### config.mk
export PLATFORM = sky130hd
export DESIGN_NAME = spchar_flow
export DESIGN_NICKNAME = d
export VERILOG_FILES = /design/src/rtl/spchar_pkg.sv /design/src/rtl/spchar_regs.sv /design/src/rtl/spchar_rx.sv /design/src/rtl/spchar_tx.sv /design/src/rtl/spchar_flow.sv
export SDC_FILE = /design/constraint.sdc
export NUM_CORES = 1
export LEC_CHECK = 0
export BUFFER_PORTS_ARGS = -buffer_cell sky130_fd_sc_hd__buf_2
export CORE_UTILIZATION = 45
export CTS_CLUSTER_DIAMETER = 60
export DETAILED_ROUTE_END_ITERATION = 8
export GPL_TIMING_DRIVEN = 0
export PLACE_DENSITY_LB_ADDON = 0.25
export SYNTH_ARGS = -nofsm -noshare
export SYNTH_HDL_FRONTEND = slang
export SYNTH_SLANG_ARGS = --single-unit
### constraint.sdc
create_clock -name clk -period 1.7 [get_ports clk]
set_input_delay 0.085 -clock clk [delete_from_list [all_inputs] [get_ports clk]]
set_output_delay 0.085 -clock clk [all_outputs]
set_load 0.02 [all_outputs]
### src/rtl/spchar_pkg.sv
package spchar_pkg;
  localparam int CHAR_W = 8;
  localparam int N_CHR  = 2;
  typedef enum logic { SEL_RESUME = 1'b0, SEL_PAUSE = 1'b1 } chr_sel_e;
endpackage

### src/rtl/spchar_regs.sv
module spchar_regs #(
  parameter int W = spchar_pkg::CHAR_W,
  parameter int N = spchar_pkg::N_CHR
) (
  input  logic              clk,
  input  logic              rst_n,
  input  logic [N-1:0]      we,
  input  logic [W-1:0]      wdata,
  output logic [N-1:0][W-1:0] chars
);
  for (genvar i = 0; i < N; i++) begin : g_reg
    always_ff @(posedge clk or negedge rst_n) begin
      if (!rst_n)     chars[i] <= '0;
      else if (we[i]) chars[i] <= wdata;
    end
    // an unwritten register keeps its value
    p_hold_unwritten_r1: assert property (@(posedge clk) disable iff (!rst_n)
      !we[i] |=> $stable(chars[i]));
  end
endmodule

### src/rtl/spchar_rx.sv
module spchar_rx #(
  parameter int W = spchar_pkg::CHAR_W
) (
  input  logic         clk,
  input  logic         rst_n,
  input  logic         cfg_async,
  input  logic         cfg_detect,
  input  logic         cfg_flow,
  input  logic         cfg_err_chk,
  input  logic [W-1:0] chr_a,
  input  logic [W-1:0] chr_b,
  input  logic         rx_valid,
  output logic         rx_ready,
  input  logic [W-1:0] rx_data,
  input  logic         rx_err,
  output logic         out_valid,
  input  logic         out_ready,
  output logic [W-1:0] out_data,
  output logic         out_err,
  output logic         out_hit_a,
  output logic         out_hit_b,
  output logic         stop
);
  logic detect_on, flow_on, check_ok, hit_a, hit_b, consume, taken;

  assign detect_on = cfg_async & cfg_detect;
  assign flow_on   = detect_on & cfg_flow;
  assign check_ok  = detect_on & (~rx_err | cfg_err_chk);
  assign hit_a     = check_ok & (rx_data == chr_a);
  assign hit_b     = check_ok & (rx_data == chr_b);
  assign consume   = flow_on & (hit_a | hit_b);

  assign out_valid = rx_valid & ~consume;
  assign rx_ready  = consume | out_ready;
  assign out_data  = rx_data;
  assign out_err   = rx_err;
  assign out_hit_a = hit_a;
  assign out_hit_b = hit_b;
  assign taken     = rx_valid & consume;

  always_ff @(posedge clk or negedge rst_n) begin
    if (!rst_n)              stop <= 1'b0;
    else if (!flow_on)       stop <= 1'b0;
    else if (taken && hit_b) stop <= 1'b1;
    else if (taken && hit_a) stop <= 1'b0;
  end

  // a consumed pause character raises stop
  p_pause_sets_r5: assert property (@(posedge clk) disable iff (!rst_n)
    (flow_on && rx_valid && rx_data == chr_b && (!rx_err || cfg_err_chk)) |=> stop);
  // without a resume character stop holds in flow mode
  p_stop_holds_r5: assert property (@(posedge clk) disable iff (!rst_n)
    (stop && flow_on && !(rx_valid && rx_data == chr_a)) |=> stop);
  // flow characters never stall on the consumer
  p_consume_ready_r9: assert property (@(posedge clk) disable iff (!rst_n)
    (flow_on && rx_valid && rx_data == chr_a && (!rx_err || cfg_err_chk)) |-> (rx_ready && !out_valid));
  // leaving flow mode releases stop
  p_noflow_release_r10: assert property (@(posedge clk) disable iff (!rst_n)
    !(cfg_async && cfg_detect && cfg_flow) |=> !stop);
endmodule

### src/rtl/spchar_tx.sv
module spchar_tx #(
  parameter int W = spchar_pkg::CHAR_W
) (
  input  logic         clk,
  input  logic         rst_n,
  input  logic         stop,
  input  logic [W-1:0] chr_a,
  input  logic [W-1:0] chr_b,
  input  logic         sc_req,
  input  logic         sc_sel,
  output logic         sc_ack,
  input  logic         fifo_valid,
  output logic         fifo_ready,
  input  logic [W-1:0] fifo_data,
  output logic         tx_valid,
  input  logic         tx_ready,
  output logic [W-1:0] tx_data
);
  import spchar_pkg::*;
  logic     pend_q, fifo_busy_q, use_fifo;
  chr_sel_e sel_q;

  assign use_fifo   = fifo_busy_q | (~pend_q & ~stop);
  assign tx_valid   = use_fifo ? fifo_valid : pend_q;
  assign tx_data    = use_fifo ? fifo_data : ((sel_q == SEL_PAUSE) ? chr_b : chr_a);
  assign fifo_ready = use_fifo & tx_ready;
  assign sc_ack     = ~use_fifo & pend_q & tx_ready;

  always_ff @(posedge clk or negedge rst_n) begin
    if (!rst_n) begin
      pend_q      <= 1'b0;
      sel_q       <= SEL_RESUME;
      fifo_busy_q <= 1'b0;
    end else begin
      fifo_busy_q <= use_fifo & fifo_valid & ~tx_ready;
      if (sc_ack) pend_q <= 1'b0;
      else if (sc_req && !pend_q) begin
        pend_q <= 1'b1;
        sel_q  <= chr_sel_e'(sc_sel);
      end
    end
  end

  // an offer is held until taken
  p_offer_stable_r8: assert property (@(posedge clk) disable iff (!rst_n)
    (tx_valid && !tx_ready) |=> (tx_valid && $stable(tx_data)));
  // acknowledge is a single-cycle pulse
  p_ack_pulse_r7: assert property (@(posedge clk) disable iff (!rst_n)
    sc_ack |=> !sc_ack);
  // no fresh FIFO byte while stopped
  p_stop_gate_r6: assert property (@(posedge clk) disable iff (!rst_n)
    (stop && !fifo_busy_q) |-> !fifo_ready);
endmodule

### src/rtl/spchar_flow.sv
module spchar_flow #(
  parameter int W = spchar_pkg::CHAR_W
) (
  input  logic         clk,
  input  logic         rst_n,
  input  logic         cfg_async,
  input  logic         cfg_detect,
  input  logic         cfg_flow,
  input  logic         cfg_err_chk,
  input  logic [1:0]   chr_we,
  input  logic [W-1:0] chr_wdata,
  input  logic         rx_valid,
  output logic         rx_ready,
  input  logic [W-1:0] rx_data,
  input  logic         rx_err,
  output logic         out_valid,
  input  logic         out_ready,
  output logic [W-1:0] out_data,
  output logic         out_err,
  output logic         out_hit_a,
  output logic         out_hit_b,
  output logic         tx_stop,
  input  logic         sc_req,
  input  logic         sc_sel,
  output logic         sc_ack,
  input  logic         fifo_valid,
  output logic         fifo_ready,
  input  logic [W-1:0] fifo_data,
  output logic         tx_valid,
  input  logic         tx_ready,
  output logic [W-1:0] tx_data
);
  logic [1:0][W-1:0] chars;

  spchar_regs #(.W(W), .N(2)) u_regs (
    .clk(clk), .rst_n(rst_n), .we(chr_we), .wdata(chr_wdata), .chars(chars));

  spchar_rx #(.W(W)) u_rx (
    .clk(clk), .rst_n(rst_n),
    .cfg_async(cfg_async), .cfg_detect(cfg_detect), .cfg_flow(cfg_flow),
    .cfg_err_chk(cfg_err_chk), .chr_a(chars[0]), .chr_b(chars[1]),
    .rx_valid(rx_valid), .rx_ready(rx_ready), .rx_data(rx_data), .rx_err(rx_err),
    .out_valid(out_valid), .out_ready(out_ready), .out_data(out_data),
    .out_err(out_err), .out_hit_a(out_hit_a), .out_hit_b(out_hit_b),
    .stop(tx_stop));

  spchar_tx #(.W(W)) u_tx (
    .clk(clk), .rst_n(rst_n), .stop(tx_stop),
    .chr_a(chars[0]), .chr_b(chars[1]),
    .sc_req(sc_req), .sc_sel(sc_sel), .sc_ack(sc_ack),
    .fifo_valid(fifo_valid), .fifo_ready(fifo_ready), .fifo_data(fifo_data),
    .tx_valid(tx_valid), .tx_ready(tx_ready), .tx_data(tx_data));
endmodule

==> results.ini <==
[finish]
seq_area_sq_um = 500
num-nets-final = 228
area_growth_pct = 39.7
postLayoutCoreUtil_pct = 68.8
antennaDiodeCount = 0
drive_gt1_share_pct = 56.4
fillCellCount = 201
multi_input_area_sq_um = 721

[global_route]
grt_first_pass_wirelength_mm = 4.64
antenna_found_initial = 0
grt_max_degree = 21
grtUsageTotal_pct = 22.5
grt_pass1_vias = 1043
gr-total-overflow = 0

[logic_synthesis]
syn_area_sq_um = 1260
synth_xor_area_share_pct = 11.1
synth_top_area_share_pct = 39.6
ys_seq_area_share_pct = 39.6
synth_compound_area_share_pct = 5.14
synth_top_family_by_area = multiplexers
avgSynthCellArea_sq_um = 10.8
synth-simple-area-share_pct = 15.3
synthCells = 117
synth_warnings = 0
ys_types = 24
yosys.area.top_type = dfrtp_1
synthMuxAreaShare_pct = 22.4
ys_ff_latch = 20
synth_area_leaders = dfrtp_1 40%, mux2_2 16%, xor2_1 6.9%
synthAdderAreaFrac_pct = 0
syn_nets = 156

[run]
max_cap_viol_count = 0

[floorplan]
ios = 64
core_area_sq_um = 2570
row_count = 18
dieArea_sq_um = 3030
die_width_um = 55.0
initial_utilization_pct = 49.3
die_height_um = 55.0

[drt]
totalWireLength_mm = 3.18
dr.pass1.iters = 2
ant_nets = 0
drt_iter0_drc = 5
dr_wl_met3_um = 142
wl_per_cell_um = 14.6
wl_met2_mm = 1.68
drc_errors = 0
top_layer = met4
wl_met1_mm = 1.34
vias = 1106
viasPerCell = 5.07

[pwr]
power_frac_clock_pct = 18.9
p_total_mw = 1.47
swShare_pct = 36.3
seq_power_share_pct = 41.4
power.switching_mw = 0.532
powerDensity_nw_per_um2 = 830
p_int_mw = 0.934
leakage_nw = 0.891
ir_worst_vdd_mv = 0.710
comb_power_share_pct = 39.7

[timing]
fmax_ghz = 0.492
rsz0062_at_grt = true
finalHoldViolations = 0
setup_ws_ps = -334
fin_crit_sh_pct = 120
setup_viol = 4
holdWs_ps = 21.4
tightest_slew_ps = 523
clock_skew_ps = 0.527
min_period_ps = 2030
maxSlewHeadroom_pct = 65.1
final-max-slew-violation-count = 0

[critical_path]
required_ps = 1620
path_class = reg -> out
arrival_ps = 1950
critical_path.top_delay_family = simple AND/OR/NAND/NOR gates
crit_buf_inv = 3
startpoint_type = flip-flop
crit_chain = xor2_1, or4_4, buf_4, buf_6, nor3_4, buf_6
crit_path_max_fanout = 2
crit_top_cell = buf_6
crit_slowest_cell = or4_4
crit_path_end_kind = output pin
slowest_delay_ps = 510

[outcome]
violations = negative setup slack
status = finished with violations

[place]
post-place-ws_ps = -368
numPortBuffers = 61
routabilityCongestion = 0.776
dpl.hpwl_mm = 2.38

[hold_path]
min_path_type = in -> reg

[clock_tree]
clock_sinks = 20
clk_pin_slew_worst_paths_ps = 110
clockRootBuffer = clkbuf_4
clk_latency_ps = 290
cts_buffers = 3
cts_max_path_buffers = 2
cts_htree_levels = 1
cts_tree = built

cells in the mapped netlist, drive strengths merged:
cell type  count
mux2i          8
a41oi          1
xor2          10
nand2         12
or4            1
nor2b          2
a31o           1
clkbuf         4
nor3           1
nor4b          1
and3           2
nand4          2
nor4           2
or3b           1
o21ai          8
and3b          2
dfrtp         20
and2           1
nor2           4
xnor2          6
o21bai         1
mux2          18
buf            9
area by class of cell:
class	count	area share (%)
sequential	20	28.3
clock buffer	4	2.05
timing repair buffer	68	22.0
tap	30	2.12
multi-input combinational	84	40.8
buffer	12	4.67
power groups by stage:
stage	clock network, mW	logic [mW]	registers, mW
2_1_floorplan	0	0.382	0.570
3_3_place_gp	0	0.559	0.577
3_5_place_dp	0	0.570	0.581
4_1_cts	0.285	0.578	0.607
5_1_grt	0.307	0.631	0.617
6_report	0.277	0.583	0.607
metrics by stage:
| stage | std cells | TNS (ps) | area [sq um] |
|---|---|---|---|
| 2_1_floorplan | 117 | 0 | 1260 |
| 3_3_place_gp | 208 | -2310 | 1610 |
| 3_5_place_dp | 208 | -2930 | 1610 |
| 4_1_cts | 216 | -843 | 1730 |
| 5_1_grt | 218 | -1400 | 1770 |
| 6_report | 218 | -967 | 1770 |
state kept, by name, summed over array words and instances, names as in the netlist:
register          cells
u_regs.chars         16
u_rx.stop             1
u_tx.fifo_busy_q      1
u_tx.sel_q            1
u_tx.pend_q           1
cells in the final DEF, fill, tap and decap left out:
master / instances
xor2_1: 10
buf_6: 5
nand4_4: 1
buf_2: 57
nor2_1: 4
a41oi_1: 1
dlygate4sd3_1: 1
nand4_1: 1
o21bai_4: 1
nor4b_4: 1
and3b_1: 2
dfrtp_1: 20
nor4_2: 2
clkbuf_8: 1
mux2_2: 18
o21ai_0: 8
nand2_1: 12
or4_4: 1
mux2i_1: 8
or3b_1: 1
and2_1: 1
nor3_4: 1
clkbuf_1: 2
nor2b_1: 2
buf_4: 15
clkbuf_4: 3
and3_1: 2
xnor2_1: 6
a31o_1: 1
what timing repair did:
item,in CTS,in global routing
gates resized for setup,13,5
hold buffers,1,0
pin swaps,2,1
hold endpoints to repair,20,0
setup buffers,4,2
cloned,0,0
endpoints found under the setup margin,14,12
layer usage:
metal	vias up	track usage [%]
li1	544	-
met1	519	26.3
met2	41	40.8
met3	2	3.83
met4	0	8.33
met5	-	0
cell families (layout without fill, tap and decap cells):
kind of cell	after synthesis	count (layout)
AOI/OAI and AO/OA	11	11
xor gates and xnor gates	16	16
buffers and inverters	13	84
DFF	20	20
muxes	26	26
and+or+nand+nor	31	31
final timing paths:
path | endpoint | start | cells past startpoint | slack (ps)
setup reg to reg | u_rx.stop | u_regs.chars[15] | 6 | -20
max in group asynchronous | u_regs.chars[1] | rst_n | 2 | 1130
min in group asynchronous | u_tx.pend_q | rst_n | 2 | 260
hold / removal | u_tx.sel_q | sc_sel | 2 | 20
hold reg to reg | u_tx.pend_q | u_tx.fifo_busy_q | 2 | 560
setup / recovery | out_hit_b | u_regs.chars[15] | 6 | -330
Power figures use the tool's default switching activity.
